## config.mk

```make
export PLATFORM = sky130hd
export DESIGN_NAME = bcd_rtc
export DESIGN_NICKNAME = d
export VERILOG_FILES = /design/src/rtl/bcd_rtc.sv
export SDC_FILE = /design/constraint.sdc
export NUM_CORES = 1
export LEC_CHECK = 0
export BUFFER_PORTS_ARGS = -buffer_cell sky130_fd_sc_hd__buf_2
export CAP_MARGIN = 30
export CORE_MARGIN = 2
export CORE_UTILIZATION = 31
export DETAILED_ROUTE_END_ITERATION = 10
export GPL_TIMING_DRIVEN = 0
export PLACE_DENSITY = 0.46
export SLEW_MARGIN = 10
export SYNTH_ARGS = -nofsm -noshare
export SYNTH_HDL_FRONTEND = slang
export SYNTH_SLANG_ARGS = --single-unit
```

## constraint.sdc

```tcl
create_clock -name clk -period 6.5 [get_ports clk]
set_input_delay 0.65 -clock clk [delete_from_list [all_inputs] [get_ports clk]]
set_output_delay 0.65 -clock clk [all_outputs]
set_load 0.02 [all_outputs]
```

## src/rtl/bcd_rtc.sv

```systemverilog
module bcd_rtc #(
  parameter int DIV_BITS = 15
) (
  input  logic       clk,
  input  logic       rst_n,
  input  logic       tick_32k,
  input  logic       cs_hi,
  input  logic       cs_lo_n,
  input  logic       rd_n,
  input  logic       wr_n,
  input  logic [3:0] addr,
  input  logic [3:0] wdata,
  input  logic       adjust,
  output logic [3:0] rdata,
  output logic       rdata_oe,
  output logic       alarm_n
);
  localparam int P16 = DIV_BITS - 5;
  localparam int P1  = DIV_BITS - 1;
  localparam int RAM_WORDS = 13;
  localparam logic [3:0] A_MODE = 4'hD;
  localparam logic [3:0] A_TEST = 4'hE;
  localparam logic [3:0] A_CTRL = 4'hF;

  function automatic logic [3:0] lo_d(input logic [7:0] v);
    return 4'(v % 8'd10);
  endfunction
  function automatic logic [3:0] hi_d(input logic [7:0] v);
    return 4'(v / 8'd10);
  endfunction
  function automatic logic [7:0] put_lo(input logic [7:0] v, input logic [3:0] d);
    return (v / 8'd10) * 8'd10 + {4'h0, d};
  endfunction
  function automatic logic [7:0] put_hi(input logic [7:0] v, input logic [3:0] d);
    return {4'h0, d} * 8'd10 + v % 8'd10;
  endfunction
  function automatic logic [7:0] to24(input logic [7:0] h, input logic p);
    return (h % 8'd12) + (p ? 8'd12 : 8'd0);
  endfunction
  function automatic logic [7:0] month_len(input logic [7:0] m, input logic lp);
    case (m)
      8'd2:                     return lp ? 8'd29 : 8'd28;
      8'd4, 8'd6, 8'd9, 8'd11:  return 8'd30;
      default:                  return 8'd31;
    endcase
  endfunction

  logic sel, wr_en, adj_q, adj_rise, sec_tick, step;
  logic [3:0] mode;
  logic [1:0] bank;
  logic aen, run;
  logic [DIV_BITS-1:0] div;
  logic [7:0] sec, mnt, hrs, date, mon, yr;
  logic [2:0] wday;
  logic [1:0] leap;
  logic h24, p16_off, p1_off;
  logic [3:0] al_m1, al_m10, al_h1, al_h10, al_d1, al_d10;
  logic [3:0] ram [2][RAM_WORDS];

  assign sel      = cs_hi & ~cs_lo_n;
  assign wr_en    = sel & ~wr_n;
  assign rdata_oe = sel & ~rd_n;
  assign bank     = mode[1:0];
  assign aen      = mode[2];
  assign run      = mode[3];
  assign adj_rise = adjust & ~adj_q;
  assign sec_tick = tick_32k & (&div);
  assign step     = sec_tick & run;

  logic [7:0] h12;
  logic pm;
  logic [3:0] hr_u, hr_t, mn_u, mn_t, dt_u, dt_t;
  assign pm   = hrs >= 8'd12;
  assign h12  = (hrs % 8'd12 == 8'd0) ? 8'd12 : hrs % 8'd12;
  assign hr_u = h24 ? lo_d(hrs) : lo_d(h12);
  assign hr_t = h24 ? (hi_d(hrs) & 4'h3) : {2'b00, pm, h12 >= 8'd10};
  assign mn_u = lo_d(mnt);
  assign mn_t = hi_d(mnt) & 4'h7;
  assign dt_u = lo_d(date);
  assign dt_t = hi_d(date) & 4'h3;

  logic c_min, c_hr, c_day, c_mon, c_yr;
  assign c_min = (step & (sec >= 8'd59)) | (adj_rise & (sec >= 8'd30));
  assign c_hr  = c_min & (mnt >= 8'd59);
  assign c_day = c_hr & (hrs >= 8'd23);
  assign c_mon = c_day & (date >= month_len(mon, leap == 2'd0));
  assign c_yr  = c_mon & (mon >= 8'd12);

  always_ff @(posedge clk or negedge rst_n) begin
    if (!rst_n) begin
      adj_q <= 1'b0; div <= '0; mode <= 4'h0;
      sec <= 8'd0; mnt <= 8'd0; hrs <= 8'd0; wday <= 3'd0;
      date <= 8'd1; mon <= 8'd1; yr <= 8'd0; leap <= 2'd0;
      h24 <= 1'b1; p16_off <= 1'b1; p1_off <= 1'b1;
      al_m1 <= 4'h0; al_m10 <= 4'h0; al_h1 <= 4'h0;
      al_h10 <= 4'h0; al_d1 <= 4'h0; al_d10 <= 4'h0;
      for (int b = 0; b < 2; b++)
        for (int w = 0; w < RAM_WORDS; w++) ram[b][w] <= 4'h0;
    end else begin
      adj_q <= adjust;
      if (tick_32k) div <= div + 1'b1;
      if (adj_rise) sec <= 8'd0;
      else if (step) sec <= (sec >= 8'd59) ? 8'd0 : sec + 8'd1;
      if (c_min) mnt <= (mnt >= 8'd59) ? 8'd0 : mnt + 8'd1;
      if (c_hr)  hrs <= (hrs >= 8'd23) ? 8'd0 : hrs + 8'd1;
      if (c_day) begin
        wday <= (wday >= 3'd6) ? 3'd0 : wday + 3'd1;
        date <= c_mon ? 8'd1 : date + 8'd1;
      end
      if (c_mon) mon <= c_yr ? 8'd1 : mon + 8'd1;
      if (c_yr) begin
        yr   <= (yr >= 8'd99) ? 8'd0 : yr + 8'd1;
        leap <= leap + 2'd1;
      end
      if (wr_en) begin
        if (addr == A_MODE) mode <= wdata;
        else if (addr == A_CTRL) begin
          if (wdata[0]) begin
            al_m1 <= 4'h0; al_m10 <= 4'h0; al_h1 <= 4'h0;
            al_h10 <= 4'h0; al_d1 <= 4'h0; al_d10 <= 4'h0;
          end
          if (wdata[1]) div <= '0;
          p16_off <= wdata[2];
          p1_off  <= wdata[3];
        end else if (addr != A_TEST) begin
          case (bank)
            2'd0: case (addr)
              4'h0: sec  <= put_lo(sec, wdata);
              4'h1: sec  <= put_hi(sec, {1'b0, wdata[2:0]});
              4'h2: mnt  <= put_lo(mnt, wdata);
              4'h3: mnt  <= put_hi(mnt, {1'b0, wdata[2:0]});
              4'h4: hrs  <= h24 ? put_lo(hrs, wdata) : to24(put_lo(h12, wdata), pm);
              4'h5: hrs  <= h24 ? put_hi(hrs, {2'b00, wdata[1:0]})
                                : to24(put_hi(h12, {3'b000, wdata[0]}), wdata[1]);
              4'h6: wday <= wdata[2:0];
              4'h7: date <= put_lo(date, wdata);
              4'h8: date <= put_hi(date, {2'b00, wdata[1:0]});
              4'h9: mon  <= put_lo(mon, wdata);
              4'hA: mon  <= put_hi(mon, {3'b000, wdata[0]});
              4'hB: yr   <= put_lo(yr, wdata);
              4'hC: yr   <= put_hi(yr, wdata);
              default: ;
            endcase
            2'd1: case (addr)
              4'h2: al_m1  <= wdata;
              4'h3: al_m10 <= {1'b0, wdata[2:0]};
              4'h4: al_h1  <= wdata;
              4'h5: al_h10 <= {2'b00, wdata[1:0]};
              4'h7: al_d1  <= wdata;
              4'h8: al_d10 <= {2'b00, wdata[1:0]};
              4'hA: h24    <= wdata[0];
              4'hB: leap   <= wdata[1:0];
              default: ;
            endcase
            default: if (addr < 4'(RAM_WORDS)) ram[bank[0]][addr] <= wdata;
          endcase
        end
      end
    end
  end

  logic [3:0] rd_val;
  always_comb begin
    rd_val = 4'h0;
    if (addr == A_MODE) rd_val = mode;
    else if (addr != A_TEST && addr != A_CTRL) begin
      case (bank)
        2'd0: case (addr)
          4'h0: rd_val = lo_d(sec);
          4'h1: rd_val = hi_d(sec) & 4'h7;
          4'h2: rd_val = mn_u;
          4'h3: rd_val = mn_t;
          4'h4: rd_val = hr_u;
          4'h5: rd_val = hr_t;
          4'h6: rd_val = {1'b0, wday};
          4'h7: rd_val = dt_u;
          4'h8: rd_val = dt_t;
          4'h9: rd_val = lo_d(mon);
          4'hA: rd_val = hi_d(mon) & 4'h1;
          4'hB: rd_val = lo_d(yr);
          4'hC: rd_val = hi_d(yr);
          default: rd_val = 4'h0;
        endcase
        2'd1: case (addr)
          4'h2: rd_val = al_m1;
          4'h3: rd_val = al_m10;
          4'h4: rd_val = al_h1;
          4'h5: rd_val = al_h10;
          4'h7: rd_val = al_d1;
          4'h8: rd_val = al_d10;
          4'hA: rd_val = {3'b000, h24};
          4'hB: rd_val = {2'b00, leap};
          default: rd_val = 4'h0;
        endcase
        default: if (addr < 4'(RAM_WORDS)) rd_val = ram[bank[0]][addr];
      endcase
    end
  end
  assign rdata = rdata_oe ? rd_val : 4'h0;

  logic match;
  assign match = (al_m1 == mn_u) && (al_m10 == mn_t) && (al_h1 == hr_u) &&
                 (al_h10 == hr_t) && (al_d1 == dt_u) && (al_d10 == dt_t);
  assign alarm_n = ~((aen & match) | (~p16_off & div[P16]) | (~p1_off & div[P1]));
endmodule


```

==> flow_summary.html <==
<table>
<tr><th>Metric</th><th>Value</th></tr>
<tr><th colspan="2">Outcome</th></tr>
<tr><td>Result of the run</td><td>finished clean</td></tr>
<tr><th colspan="2">Hold path</th></tr>
<tr><td>Class of the tightest hold or removal check</td><td>primary input to asynchronous set/reset pin</td></tr>
<tr><th colspan="2">Timing</th></tr>
<tr><td>Setup Viol. Count Final</td><td>0</td></tr>
<tr><td>Slew Limit Headroom</td><td>30.7%</td></tr>
<tr><td>RSZ-0062 raised after global routing</td><td>no</td></tr>
<tr><td>Final slew viol count</td><td>0</td></tr>
<tr><td>Timing-limited maximum frequency</td><td>166 MHz</td></tr>
<tr><td>Hold Fails Final Rpt</td><td>0</td></tr>
<tr><td>Worst clock skew</td><td>0.0171 ns</td></tr>
<tr><td>Setup TNS</td><td>0 ns</td></tr>
<tr><td>Final clock period utilization by the worst path</td><td>92.7%</td></tr>
<tr><td>Hold slack</td><td>0.115 ns</td></tr>
<tr><td>Period minus WS final</td><td>6.03 ns</td></tr>
<tr><td>Actual transition at the worst max-transition pin</td><td>1.04 ns</td></tr>
<tr><th colspan="2">GRT</th></tr>
<tr><td>Maximum number of pins on one net before global-route repair</td><td>110</td></tr>
<tr><td>Wire length of the first global-routing pass</td><td>106 mm</td></tr>
<tr><td>Antenna violations before repair</td><td>1</td></tr>
<tr><td>Total global routing overflow</td><td>0</td></tr>
<tr><td>Vias in the first global route</td><td>17,700</td></tr>
<tr><td>Total GRT Usage</td><td>21.2%</td></tr>
<tr><th colspan="2">Setup path</th></tr>
<tr><td>CP startpoint kind</td><td>register</td></tr>
<tr><td>Type of the worst setup path</td><td>register to register</td></tr>
<tr><td>Data required time at the worst endpoint</td><td>6.85 ns</td></tr>
<tr><td>Largest fanout on the critical path</td><td>8</td></tr>
<tr><td>Setup crit end kind</td><td>register</td></tr>
<tr><td>Endpoint arrival time on the critical path</td><td>6.38 ns</td></tr>
<tr><th colspan="2">Synthesis</th></tr>
<tr><td>Asr flop ratio synth</td><td>100%</td></tr>
<tr><td>Seq/Total Area, Yosys</td><td>25.6%</td></tr>
<tr><td>Most frequently used cell type in the post-synthesis netlist</td><td>sky130_fd_sc_hd__nand2_1</td></tr>
<tr><td>Seq cells post-synth</td><td>199</td></tr>
<tr><td>Number of standard cells after synthesis</td><td>2,272</td></tr>
<tr><td>Leading post-synthesis cells by cell area</td><td>sky130_fd_sc_hd__dfrtp_1 25%, sky130_fd_sc_hd__ha_1 9.2%, sky130_fd_sc_hd__mux2_2 5.3%</td></tr>
<tr><td>Avg Cell Area, Syn</td><td>8.58 um^2</td></tr>
<tr><td>Leading cell types by count after synthesis</td><td>207 x sky130_fd_sc_hd__nand2_1, 194 x sky130_fd_sc_hd__dfrtp_1, 153 x sky130_fd_sc_hd__o21ai_0, 150 x sky130_fd_sc_hd__nor2_1, 143 x sky130_fd_sc_hd__ha_1</td></tr>
<tr><td>Post-synthesis instance area</td><td>19,500 um^2</td></tr>
<tr><td>Post-synth EDFFs</td><td>0</td></tr>
<tr><td>Portion of synthesized cell area occupied by the leading cell type</td><td>24.9%</td></tr>
<tr><td>Top cell type by total area after synthesis</td><td>sky130_fd_sc_hd__dfrtp_1</td></tr>
<tr><td>Most frequently used flop master after synthesis</td><td>sky130_fd_sc_hd__dfrtp_1</td></tr>
<tr><td>Synth cell types</td><td>107</td></tr>
<tr><td>Warning count from the yosys run</td><td>0</td></tr>
<tr><th colspan="2">Clocking</th></tr>
<tr><td>Number of buffers inserted for hold repair after clock tree synthesis</td><td>0</td></tr>
<tr><td>Clock latency on the worst-skew pair</td><td>0.50 ns</td></tr>
<tr><td>Total CTS buffers</td><td>17</td></tr>
<tr><td>Clock-pin slew reported for the worst setup and hold paths after clock tree synthesis</td><td>0.08 ns</td></tr>
<tr><td>Root buffer selected by CTS</td><td>sky130_fd_sc_hd__clkbuf_16</td></tr>
<tr><td>CTS tree</td><td>done</td></tr>
<tr><td>Clk buf depth</td><td>2</td></tr>
<tr><td>Sink count of the clock tree</td><td>199</td></tr>
<tr><td>H-Tree Level Count</td><td>4</td></tr>
<tr><th colspan="2">Floorplan</th></tr>
<tr><td>Cell row count</td><td>91</td></tr>
<tr><td>Placeable core area</td><td>61,900 um^2</td></tr>
<tr><td>Height of the chip</td><td>255 um</td></tr>
<tr><td>Count of boundary I/O pins</td><td>22</td></tr>
<tr><td>Initial standard-cell utilization of the core</td><td>31.5%</td></tr>
<tr><td>Die area</td><td>64,900 um^2</td></tr>
<tr><td>Die span in x</td><td>255 um</td></tr>
<tr><th colspan="2">Cells and area</th></tr>
<tr><td>Synth-to-Final Area Change</td><td>11.0%</td></tr>
<tr><td>Fraction of final layout cells sized beyond drive strength 1</td><td>12.9%</td></tr>
<tr><td>Net total in the final layout</td><td>2,519</td></tr>
<tr><td># diodes</td><td>0</td></tr>
<tr><th colspan="2">Place</th></tr>
<tr><td>GPL Wtd Cong</td><td>0.921</td></tr>
<tr><td>Post-DP HPWL</td><td>51.3 mm</td></tr>
<tr><td>Quantity of I/O buffers inserted on ports</td><td>20</td></tr>
<tr><th colspan="2">Power</th></tr>
<tr><td>Largest vdd supply drop</td><td>0.316 mV</td></tr>
<tr><td>Static Leakage</td><td>9.09 nW</td></tr>
<tr><td>Pwr per Cell Area</td><td>448 nW/um^2</td></tr>
<tr><td>Total power after layout</td><td>9.68 mW</td></tr>
<tr><th colspan="2">Routing</th></tr>
<tr><td>Length of the first detailed-routing pass in iterations</td><td>6</td></tr>
<tr><td>Iter 0 DRT Violations</td><td>1,551</td></tr>
<tr><td>Drt total wl</td><td>67.7 mm</td></tr>
<tr><td>Average routed wire per standard cell</td><td>21.2 um</td></tr>
<tr><td>Number of nets with antenna violations after routing</td><td>0</td></tr>
<tr><td>Vias after detailed routing</td><td>18,100</td></tr>
<tr><td>Total DRC errors in the routed layout</td><td>0</td></tr>
<tr><td>Vias/cell</td><td>5.69</td></tr>
<tr><th colspan="2">Flow run</th></tr>
<tr><td>Max-capacitance violation count</td><td>0</td></tr>
</table>
[layout by cell type (no fill, tap or decap), types with 10 or more instances in the layout]
| cell type | n |
|---|---|
| sky130_fd_sc_hd__nor3b_1 | 15 |
| sky130_fd_sc_hd__a21oi_1 | 104 |
| sky130_fd_sc_hd__nor3_1 | 61 |
| sky130_fd_sc_hd__buf_1 | 11 |
| sky130_fd_sc_hd__a221oi_1 | 11 |
| sky130_fd_sc_hd__nand2_1 | 206 |
| sky130_fd_sc_hd__a31oi_1 | 25 |
| sky130_fd_sc_hd__nand4_1 | 23 |
| sky130_fd_sc_hd__a22oi_1 | 41 |
| sky130_fd_sc_hd__xnor2_1 | 100 |
| sky130_fd_sc_hd__a21o_1 | 39 |
| sky130_fd_sc_hd__inv_1 | 112 |
| sky130_fd_sc_hd__mux2_2 | 91 |
| sky130_fd_sc_hd__o221ai_1 | 16 |
| sky130_fd_sc_hd__nor4_1 | 15 |
| sky130_fd_sc_hd__nor2_1 | 149 |
| sky130_fd_sc_hd__ha_1 | 142 |
| sky130_fd_sc_hd__o31ai_1 | 10 |
| sky130_fd_sc_hd__mux2i_1 | 29 |
| sky130_fd_sc_hd__nand3_1 | 45 |
| sky130_fd_sc_hd__a211oi_1 | 23 |
| sky130_fd_sc_hd__and2_1 | 19 |
| sky130_fd_sc_hd__xor2_1 | 68 |
| sky130_fd_sc_hd__and3_1 | 22 |
| sky130_fd_sc_hd__o22ai_1 | 55 |
| sky130_fd_sc_hd__nand2b_1 | 22 |
| sky130_fd_sc_hd__buf_2 | 57 |
| sky130_fd_sc_hd__fa_1 | 22 |
| sky130_fd_sc_hd__dfrtp_1 | 194 |
| sky130_fd_sc_hd__or2_2 | 11 |
| sky130_fd_sc_hd__o21ai_0 | 152 |
| sky130_fd_sc_hd__clkbuf_16 | 17 |
| sky130_fd_sc_hd__nor2b_1 | 37 |
| sky130_fd_sc_hd__o211ai_1 | 14 |
| sky130_fd_sc_hd__mux4_2 | 24 |
| sky130_fd_sc_hd__clkbuf_1 | 87 |
[cell families (layout without fill, tap and decap cells)]
group	after synthesis	count (layout)	share of synthesized area, %
buffers and inverters	251	324	5.07
multiplexers	147	147	9.77
adder cells (fa/ha/maj)	174	174	11.9
other	2	8	0.0385
AND/OR/NAND/NOR	692	692	17.8
flip-flops	199	199	25.6
AO/OA/AOI/OAI	638	638	22.2
XOR/XNOR	169	169	7.67
[power breakdown]
part	total [mW]	internal (mW)	switching, mW	leakage [nW]
sequential	1.53	1.37	0.162	2.67
combinational	7.00	2.78	4.22	6.12
clock	1.15	0.567	0.583	0.299
total	9.68	4.72	4.96	9.09
[timing repair]
action | CTS | global route
resized for setup | 1 | 32
pin swaps | 0 | 2
buffers inserted | 0 | 5
setup endpoints to repair | 1 | 3
cloned | 0 | 0
endpoints found under the hold margin | 0 | 0
[state kept, by name (all words and copies together), names as in the netlist, 2 cells and up]
signal	count
date	8
al_m1	4
leap	2
al_d1	4
mnt	8
ram	104
div	15
hrs	8
sec	8
mode	4
al_h1	4
wday	3
mon	8
al_d10	2
yr	8
al_m10	3
al_h10	2
[worst max-delay path: stages (launching register included)]
cell	delay, ns
sky130_fd_sc_hd__dfrtp_1	0.36
sky130_fd_sc_hd__buf_2	0.16
sky130_fd_sc_hd__or3b_1	0.39
sky130_fd_sc_hd__and3_1	0.22
sky130_fd_sc_hd__o32ai_2	0.39
sky130_fd_sc_hd__nor2_2	0.15
sky130_fd_sc_hd__nand2_1	0.16
sky130_fd_sc_hd__nand2_1	0.10
sky130_fd_sc_hd__ha_1	0.29
sky130_fd_sc_hd__o21ai_0	0.14
sky130_fd_sc_hd__o21ai_0	0.18
sky130_fd_sc_hd__ha_2	0.41
sky130_fd_sc_hd__o311ai_1	0.17
sky130_fd_sc_hd__o311ai_4	0.45
sky130_fd_sc_hd__mux2i_2	0.31
sky130_fd_sc_hd__a21oi_1	0.06
sky130_fd_sc_hd__o311a_1	0.30
sky130_fd_sc_hd__a221oi_1	0.23
sky130_fd_sc_hd__nand2_1	0.15
sky130_fd_sc_hd__fa_1	0.43
sky130_fd_sc_hd__mux2i_1	0.15
sky130_fd_sc_hd__o22ai_1	0.11
sky130_fd_sc_hd__nor2_1	0.18
sky130_fd_sc_hd__a31oi_1	0.13
sky130_fd_sc_hd__o21ai_0	0.12
sky130_fd_sc_hd__o21ai_0	0.10
[metal layers]
layer  global-route usage (%)  vias up  wire (um)  part of all wire (%)
met5                        0        -         11                 0.016
met4                     6.92        2       1830                   2.7
met3                     4.15      105       3850                   5.7
met2                     33.4      567      30700                    45
met1                     29.0     8973      31300                    46
li1                         -     8497          -                     -
[area by class of cell]
| type | instances | area, um^2 |
|---|---|---|
| tap | 837 | 1050 |
| timing repair buffer | 42 | 293 |
| multi-input combinational | 1828 | 13700 |
| fill | 6563 | 40300 |
| sequential | 199 | 4990 |
| inverter | 118 | 444 |
| clock buffer | 19 | 453 |
| clock inverter | 13 | 156 |
| buffer | 132 | 549 |
[stage by stage]
stage	std cells	util (%)	worst slack [ns]	instance area, um^2
after detailed placement	3149	33.6	0.0239	20800
after global routing	3188	34.9	0.00206	21600
after floorplan	2278	-	1.36	19500
after CTS	3181	34.6	0.0726	21400
final	3188	34.9	0.474	21600
after global placement	3135	33.3	0.0127	20700
[path summary, 6_finish.rpt]
path	from	end	slack (ns)	depth (start not counted)
worst min register to register	ram[89]	ram[89]	0.48	2
min in group clk	adjust	adj_q	0.28	1
worst max register to register	hrs[5]	hrs[4]	0.47	25
worst max-delay path	hrs[5]	hrs[4]	0.47	25
worst min-delay path	rst_n	mon[7]	0.11	2
max in group asynchronous	rst_n	div[1]	5.33	3
No activity file was read; power rests on OpenSTA's default activity.
